[config.mk]
export PLATFORM = sky130hd
export DESIGN_NAME = spi_flash_guard
export DESIGN_NICKNAME = d
export VERILOG_FILES = /design/src/rtl/spi_guard_pkg.sv /design/src/rtl/pin_sync.sv /design/src/rtl/spi_frame.sv /design/src/rtl/prot_decide.sv /design/src/rtl/status_stream.sv /design/src/rtl/spi_flash_guard.sv
export SDC_FILE = /design/constraint.sdc
export NUM_CORES = 1
export LEC_CHECK = 0
export BUFFER_PORTS_ARGS = -buffer_cell sky130_fd_sc_hd__buf_2
export CORE_MARGIN = 8
export CORE_UTILIZATION = 59
export CTS_BUF_LIST = sky130_fd_sc_hd__clkbuf_4 sky130_fd_sc_hd__clkbuf_8
export CTS_CLUSTER_SIZE = 40
export DETAILED_ROUTE_END_ITERATION = 10
export GPL_ROUTABILITY_DRIVEN = 0
export PLACE_DENSITY = 0.83
export SLEW_MARGIN = 20
export SYNTH_ARGS = -nofsm -noshare
export SYNTH_HDL_FRONTEND = slang
export SYNTH_HIERARCHICAL = 1
export SYNTH_SLANG_ARGS = --single-unit
export TNS_END_PERCENT = 1
[constraint.sdc]
create_clock -name clk -period 3.6 [get_ports clk]
set_input_delay 0.72 -clock clk [delete_from_list [all_inputs] [get_ports clk]]
set_output_delay 0.72 -clock clk [all_outputs]
set_load 0.005 [all_outputs]
[src/rtl/spi_guard_pkg.sv]
package spi_guard_pkg;
  localparam logic [7:0] OP_WREN = 8'h06;
  localparam logic [7:0] OP_WRDI = 8'h04;
  localparam logic [7:0] OP_RDSR = 8'h05;
  localparam logic [7:0] OP_WRSR = 8'h01;
  localparam logic [7:0] OP_PROG = 8'h02;
  localparam logic [7:0] OP_SERS = 8'hD8;
  localparam logic [7:0] OP_BERS = 8'hC7;

  // status byte layout (decoded by software, so positions are fixed)
  localparam int ST_LOCK = 7;
  localparam int ST_BPHI = 4;
  localparam int ST_BPLO = 2;
  localparam int ST_WEL  = 1;
  localparam int ST_WIP  = 0;

  typedef enum logic [1:0] {
    LEN_ONE,
    LEN_TWO,
    LEN_FOUR,
    LEN_FOUR_PLUS
  } len_rule_e;
endpackage

[src/rtl/pin_sync.sv]
module pin_sync #(
  parameter int W = 4,
  parameter int STAGES = 2,
  parameter logic [W-1:0] RST_VAL = '0
) (
  input  logic         clk,
  input  logic         rst_n,
  input  logic [W-1:0] d,
  output logic [W-1:0] q
);
  logic [W-1:0] pipe [STAGES];

  genvar s;
  generate
    for (s = 0; s < STAGES; s++) begin : g_stage
      always_ff @(posedge clk or negedge rst_n) begin
        if (!rst_n) pipe[s] <= RST_VAL;
        else if (s == 0) pipe[s] <= d;
        else pipe[s] <= pipe[(s == 0) ? 0 : s-1];
      end
    end
  endgenerate

  assign q = pipe[STAGES-1];
endmodule

[src/rtl/spi_frame.sv]
module spi_frame #(
  parameter int ADDR_W = 24
) (
  input  logic              clk,
  input  logic              rst_n,
  input  logic              cs_n_s,
  input  logic              sclk_s,
  input  logic              mosi_s,
  output logic              sel,
  output logic              sclk_rise,
  output logic              sclk_fall,
  output logic              cs_rise,
  output logic              first_done,
  output logic [7:0]        cur_byte,
  output logic [7:0]        opcode,
  output logic [ADDR_W-1:0] addr,
  output logic [7:0]        wdata,
  output logic [2:0]        byte_cnt,
  output logic              aligned
);
  localparam int ADDR_BYTES = ADDR_W / 8;

  logic       sclk_d, cs_d;
  logic [6:0] shreg;
  logic [2:0] bit_idx;

  assign sel       = ~cs_n_s;
  assign sclk_rise = sel & sclk_s & ~sclk_d;
  assign sclk_fall = sel & ~sclk_s & sclk_d;
  assign cs_rise   = cs_n_s & ~cs_d;
  assign cur_byte  = {shreg, mosi_s};
  assign first_done = sclk_rise && (bit_idx == 3'd7) && (byte_cnt == 3'd0);
  assign aligned   = (bit_idx == 3'd0);

  always_ff @(posedge clk or negedge rst_n) begin
    if (!rst_n) begin
      sclk_d <= 1'b0;
      cs_d   <= 1'b1;
    end else begin
      sclk_d <= sclk_s;
      cs_d   <= cs_n_s;
    end
  end

  always_ff @(posedge clk or negedge rst_n) begin
    if (!rst_n) begin
      shreg    <= '0;
      bit_idx  <= '0;
      byte_cnt <= '0;
      opcode   <= '0;
      addr     <= '0;
      wdata    <= '0;
    end else if (!sel) begin
      bit_idx  <= '0;
      byte_cnt <= '0;
    end else if (sclk_rise) begin
      shreg   <= cur_byte[6:0];
      bit_idx <= bit_idx + 3'd1;
      if (bit_idx == 3'd7) begin
        if (byte_cnt != 3'd7) byte_cnt <= byte_cnt + 3'd1;
        if (byte_cnt == 3'd0) opcode <= cur_byte;
        if (byte_cnt == 3'd1) wdata <= cur_byte;
        if (byte_cnt >= 3'd1 && byte_cnt <= 3'(ADDR_BYTES))
          addr <= {addr[ADDR_W-9:0], cur_byte};
      end
    end
  end
endmodule

[src/rtl/prot_decide.sv]
module prot_decide
  import spi_guard_pkg::*;
#(
  parameter int ADDR_W = 24,
  parameter int ARRAY_AW = 19,
  parameter int SECTOR_BITS = 3
) (
  input  logic              clk,
  input  logic              rst_n,
  input  logic              commit,
  input  logic [7:0]        opcode,
  input  logic [ADDR_W-1:0] addr,
  input  logic [7:0]        wdata,
  input  logic [2:0]        byte_cnt,
  input  logic              aligned,
  input  logic              wp_n_s,
  input  logic              busy,
  input  logic              cmd_ready,
  output logic [7:0]        status,
  output logic              lock_q,
  output logic [2:0]        bp_q,
  output logic              wel_q,
  output logic              hw_locked,
  output logic              cmd_valid,
  output logic [7:0]        cmd_opcode,
  output logic [ADDR_W-1:0] cmd_addr,
  output logic              rej_pulse,
  output logic [7:0]        rej_opcode
);
  localparam int NSEC = 1 << SECTOR_BITS;

  logic              len_ok, known_wr, allowed, in_prot;
  logic [SECTOR_BITS-1:0] sector;
  len_rule_e         rule;

  assign hw_locked = lock_q & ~wp_n_s;
  assign sector    = addr[ARRAY_AW-1 -: SECTOR_BITS];
  assign status    = {lock_q, 2'b00, bp_q, wel_q, busy};

  function automatic logic sector_locked(input logic [2:0] b,
                                         input logic [SECTOR_BITS-1:0] s);
    logic [SECTOR_BITS:0] span;
    if (b == 3'd0) span = '0;
    else if (int'(b) > SECTOR_BITS) span = (SECTOR_BITS+1)'(NSEC);
    else span = (SECTOR_BITS+1)'(1) << (b - 3'd1);
    return ({1'b0, s} >= ((SECTOR_BITS+1)'(NSEC) - span));
  endfunction

  assign in_prot = sector_locked(bp_q, sector);

  always_comb begin
    rule     = LEN_ONE;
    known_wr = 1'b0;
    unique case (opcode)
      OP_WRSR: begin rule = LEN_TWO;       known_wr = 1'b1; end
      OP_PROG: begin rule = LEN_FOUR_PLUS; known_wr = 1'b1; end
      OP_SERS: begin rule = LEN_FOUR;      known_wr = 1'b1; end
      OP_BERS: begin rule = LEN_ONE;       known_wr = 1'b1; end
      default: rule = LEN_ONE;
    endcase
    unique case (rule)
      LEN_ONE:       len_ok = (byte_cnt == 3'd1);
      LEN_TWO:       len_ok = (byte_cnt == 3'd2);
      LEN_FOUR:      len_ok = (byte_cnt == 3'd4);
      LEN_FOUR_PLUS: len_ok = (byte_cnt >= 3'd4);
      default:       len_ok = 1'b0;
    endcase
    len_ok = len_ok & aligned;
  end

  always_comb begin
    allowed = wel_q;
    unique case (opcode)
      OP_WRSR: allowed = wel_q & ~hw_locked;
      OP_PROG,
      OP_SERS: allowed = wel_q & ~in_prot & ~cmd_valid;
      OP_BERS: allowed = wel_q & (bp_q == 3'd0) & ~cmd_valid;
      default: allowed = 1'b0;
    endcase
  end

  always_ff @(posedge clk or negedge rst_n) begin
    if (!rst_n) begin
      lock_q     <= 1'b0;
      bp_q       <= '0;
      wel_q      <= 1'b0;
      cmd_valid  <= 1'b0;
      cmd_opcode <= '0;
      cmd_addr   <= '0;
      rej_pulse  <= 1'b0;
      rej_opcode <= '0;
    end else begin
      rej_pulse <= 1'b0;
      if (cmd_valid && cmd_ready) cmd_valid <= 1'b0;
      if (commit && len_ok) begin
        if (opcode == OP_WREN) wel_q <= 1'b1;
        else if (opcode == OP_WRDI) wel_q <= 1'b0;
        else if (known_wr) begin
          wel_q <= 1'b0;
          if (!allowed) begin
            rej_pulse  <= 1'b1;
            rej_opcode <= opcode;
          end else if (opcode == OP_WRSR) begin
            lock_q <= wdata[ST_LOCK];
            bp_q   <= wdata[ST_BPHI:ST_BPLO];
          end else begin
            cmd_valid  <= 1'b1;
            cmd_opcode <= opcode;
            cmd_addr   <= (opcode == OP_BERS) ? '0 : addr;
          end
        end
      end
    end
  end
endmodule

[src/rtl/status_stream.sv]
module status_stream (
  input  logic       clk,
  input  logic       rst_n,
  input  logic       sel,
  input  logic       sclk_fall,
  input  logic       start,
  input  logic [7:0] status,
  output logic       miso,
  output logic       miso_oe
);
  logic       active;
  logic [2:0] idx;
  logic [7:0] snap;

  assign miso_oe = active;

  always_ff @(posedge clk or negedge rst_n) begin
    if (!rst_n) begin
      active <= 1'b0;
      idx    <= 3'd7;
      snap   <= '0;
      miso   <= 1'b0;
    end else if (!sel) begin
      active <= 1'b0;
      miso   <= 1'b0;
    end else if (start) begin
      active <= 1'b1;
      idx    <= 3'd7;
    end else if (active && sclk_fall) begin
      if (idx == 3'd7) begin
        snap <= status;
        miso <= status[7];
      end else begin
        miso <= snap[idx];
      end
      idx <= idx - 3'd1;
    end
  end
endmodule

[src/rtl/spi_flash_guard.sv]
module spi_flash_guard
  import spi_guard_pkg::*;
#(
  parameter int ADDR_W = 24,
  parameter int ARRAY_AW = 19,
  parameter int SECTOR_BITS = 3,
  parameter int SYNC_STAGES = 2
) (
  input  logic              clk,
  input  logic              rst_n,
  input  logic              cs_n,
  input  logic              sclk,
  input  logic              mosi,
  output logic              miso,
  output logic              miso_oe,
  input  logic              wp_n,
  input  logic              busy,
  output logic              cmd_valid,
  input  logic              cmd_ready,
  output logic [7:0]        cmd_opcode,
  output logic [ADDR_W-1:0] cmd_addr,
  output logic              rej_pulse,
  output logic [7:0]        rej_opcode
);
  logic cs_n_s, sclk_s, mosi_s, wp_n_s;
  logic sel, sclk_rise, sclk_fall, cs_rise, first_done, aligned;
  logic [7:0] cur_byte, opcode, wdata, status;
  logic [ADDR_W-1:0] addr;
  logic [2:0] byte_cnt, bp_q;
  logic lock_q, wel_q, hw_locked;

  pin_sync #(.W(4), .STAGES(SYNC_STAGES), .RST_VAL(4'b1001)) u_sync (
    .clk(clk), .rst_n(rst_n),
    .d({cs_n, sclk, mosi, wp_n}),
    .q({cs_n_s, sclk_s, mosi_s, wp_n_s})
  );

  spi_frame #(.ADDR_W(ADDR_W)) u_frame (
    .clk(clk), .rst_n(rst_n),
    .cs_n_s(cs_n_s), .sclk_s(sclk_s), .mosi_s(mosi_s),
    .sel(sel), .sclk_rise(sclk_rise), .sclk_fall(sclk_fall),
    .cs_rise(cs_rise), .first_done(first_done), .cur_byte(cur_byte),
    .opcode(opcode), .addr(addr), .wdata(wdata),
    .byte_cnt(byte_cnt), .aligned(aligned)
  );

  prot_decide #(.ADDR_W(ADDR_W), .ARRAY_AW(ARRAY_AW),
                .SECTOR_BITS(SECTOR_BITS)) u_decide (
    .clk(clk), .rst_n(rst_n),
    .commit(cs_rise), .opcode(opcode), .addr(addr), .wdata(wdata),
    .byte_cnt(byte_cnt), .aligned(aligned), .wp_n_s(wp_n_s),
    .busy(busy), .cmd_ready(cmd_ready), .status(status),
    .lock_q(lock_q), .bp_q(bp_q), .wel_q(wel_q), .hw_locked(hw_locked),
    .cmd_valid(cmd_valid), .cmd_opcode(cmd_opcode), .cmd_addr(cmd_addr),
    .rej_pulse(rej_pulse), .rej_opcode(rej_opcode)
  );

  status_stream u_stream (
    .clk(clk), .rst_n(rst_n), .sel(sel), .sclk_fall(sclk_fall),
    .start(first_done && (cur_byte == OP_RDSR)),
    .status(status), .miso(miso), .miso_oe(miso_oe)
  );
endmodule

==> flow_metrics.env <==
export IMPL_path_cells="nor2_1 > ha_1 > nor2_1 > nand3b_1 > ha_1 > inv_1 > ha_1 > a21oi_1 > o31ai_1 > a2111o_1 > a21oi_4 > buf_12 > buf_12 > mux2_2"
export IMPL_cp_data_arrival_time_ns=3.77
export IMPL_required_ns=3.91
export IMPL_p_leak_nw=3.13
export IMPL_first_pass_iters=5
export IMPL_status="completed"
export IMPL_ctsLongestPathBuffers=2
export IMPL_syn_area_um2=5470
export IMPL_drtAntennaViolNets=0
export IMPL_timing_setup_tns_ns=0
export IMPL_p_comb_share_pct=3.1
export IMPL_via_per_inst=5.75
export IMPL_p_clk_share_pct=42.9
export IMPL_grt_max_degree=92
export IMPL_drive_gt1_share_pct=36.7
export IMPL_clockRootBuffer="clkbuf_8"
export IMPL_pin_count=52
export IMPL_yosys_warnings=6
export IMPL_nNetsFinal=505
export IMPL_die_h_um=112
export IMPL_endpoint_kind="flop"
export IMPL_multi_input_area_um2=2120
export IMPL_grt_pass1_vias=3637
export IMPL_r2r_setup_slack_ns=0.14
export IMPL_fillerInstances=656
export IMPL_seq_power_share_pct=54.0
export IMPL_slowest_delay_ns=0.43
export IMPL_grt_pass1_wl_um=18400
export IMPL_track_usage_pct=18.1
export IMPL_setup_violations_final=0
export IMPL_crit_path_start_kind="flop"
export IMPL_numClockSinks=119
export IMPL_portBuffers=51
export IMPL_hold_class="primary input to async pin"
export IMPL_num_antenna_cells=0
export IMPL_design_core_area_um2=9110
export IMPL_post_route_period_util_pct=96.1
export IMPL_cp_slowest_cell="dfrtp_1"
export IMPL_num_vias=3490
export IMPL_switching_share_pct=26.0
export IMPL_fmax_ghz=0.289
export IMPL_rsz0062_at_grt="false"
export IMPL_cts_inserted_buffers=17
export IMPL_final_common_cell="dfrtp_1"
export IMPL_maxSlewHeadroom_pct=26.2
export IMPL_rr_worst_depth=14
export IMPL_mostFrequentLayoutCells="111 x dfrtp_1, 50 x buf_2, 48 x mux2_2"
export IMPL_intPower_mw=1.98
export IMPL_p_sw_uw=695
export IMPL_wl_um=10900
export IMPL_holdWs_ns=0.206
export IMPL_area_growth_syn_to_layout_pct=12.6
export IMPL_start_util_pct=60.1
export IMPL_routedWlPerCell_um=17.9
export IMPL_overflow=0
export IMPL_worst_pin_slew_ns=1.10
export IMPL_drv_slew=0
export IMPL_die_area_um2=12600
export IMPL_r2r_end="u_decide/cmd_opcode[7]$_DFFE_PN0P_"
export IMPL_rows=35
export IMPL_vdd_drop_max_mv=0.289
export IMPL_hold_violations=0
export IMPL_ff_latch_area_um2=2990
export IMPL_cts_tree="yes"
export IMPL_avgSynthCellArea_um2=12.7
export IMPL_die_x_um=112
export IMPL_cpMostUsedCell="ha_1"
export IMPL_synthCells=430
export IMPL_finClkSkew_ns=0.00689
export IMPL_post_route_util_pct=67.6
export IMPL_drv_cap=0
export IMPL_drc_errors=0
export IMPL_antenna_found_initial=0
export IMPL_drtIter0Drc=240
export IMPL_crit_type="flop to flop"
export IMPL_post_dp_hpwl_um=7140
export IMPL_h_tree_depth=4
export IMPL_clkTransAtPathRegs_ns=0.07
export IMPL_powerDensity_nw_per_um2=434
export IMPL_clock_latency_ns=0.43
export IMPL_crit_path_max_fanout=8
export IMPL_period_needed_ns=3.46
export IMPL_r2r_start="u_decide/bp_q[1]$_DFFE_PN0P_"
## sequential cells by signal (all words and copies together) (netlist names), 4 cells and up
signal,flops
u_decide/cmd_addr,24
u_frame/addr,24
u_decide/cmd_opcode,8
u_decide/rej_opcode,8
u_frame/opcode,8
u_stream/snap,8
u_frame/shreg,7
u_frame/wdata,4
u_sync/pipe,4
u_sync/q,4
## per-stage QoR
| step | worst slack, ns | power (mW) | area, um2 | instances |
|---|---|---|---|---|
| 2_1_floorplan | 0.684 | 1.49 | 5480 | 431 |
| 3_3_place_gp | 0.374 | 1.54 | 5730 | 572 |
| 3_5_place_dp | 0.137 | 1.55 | 5730 | 572 |
| 4_1_cts | 0.0723 | 2.70 | 6110 | 604 |
| 5_1_grt | 0.000480 | 2.77 | 6160 | 607 |
| 6_report | 0.141 | 2.67 | 6160 | 607 |
## metal layers
metal	share of wire (%)	global-route usage, %	up-vias
met5	0	0	-
met4	2.0	7.82	0
met2	50	29.1	122
li1	-	-	1592
met1	43	22.4	1751
met3	5.0	5.26	25
## critical path: cells and delay by family, from the launching register on
kind | cells | cell delay, ns
adders and majority gates | 3 | 0.91
and+or+nand+nor | 3 | 0.50
muxes | 1 | 0.33
DFF | 1 | 0.43
buffers and inverters | 3 | 0.32
AOI/OAI and AO/OA | 4 | 0.87
## power groups by stage
stage	combinational (mW)	sequential, mW	clock [mW]
finish	0.0826	1.44	1.15
global route	0.0918	1.45	1.23
CTS	0.0849	1.44	1.17
detailed placement	0.0839	1.46	0
global placement	0.0792	1.46	0
floorplan	0.0518	1.44	0
## what timing repair did
action	4_1_cts	5_1_grt
setup endpoints to repair	0	31
setup buffers	0	3
gates resized for setup	0	0
endpoints found under the hold margin	0	0
hold buffers	0	0
## area by class of cell
cell class | instances | area share [%]
inverter | 41 | 2.50
sequential | 119 | 48.5
tap | 111 | 2.26
clock inverter | 15 | 2.36
clock buffer | 17 | 3.80
timing repair buffer | 60 | 6.10
multi-input combinational | 244 | 34.5
## worst max-delay path by stage
stage / to / cells after the start / startpoint
after global placement: u_decide/cmd_opcode[6]$_DFFE_PN0P_ / 12 / u_decide/bp_q[1]$_DFFE_PN0P_
after floorplan: u_decide/cmd_opcode[4]$_DFFE_PN0P_ / 13 / u_decide/bp_q[1]$_DFFE_PN0P_
after CTS: u_decide/cmd_addr[1]$_DFFE_PN0P_ / 14 / u_decide/bp_q[1]$_DFFE_PN0P_
after global routing: u_decide/cmd_opcode[0]$_DFFE_PN0P_ / 14 / u_decide/bp_q[1]$_DFFE_PN0P_
final: u_decide/cmd_opcode[7]$_DFFE_PN0P_ / 14 / u_decide/bp_q[1]$_DFFE_PN0P_
after detailed placement: u_decide/cmd_addr[1]$_DFFE_PN0P_ / 14 / u_decide/bp_q[1]$_DFFE_PN0P_
Note: power is estimated with default switching activity, not from simulation.
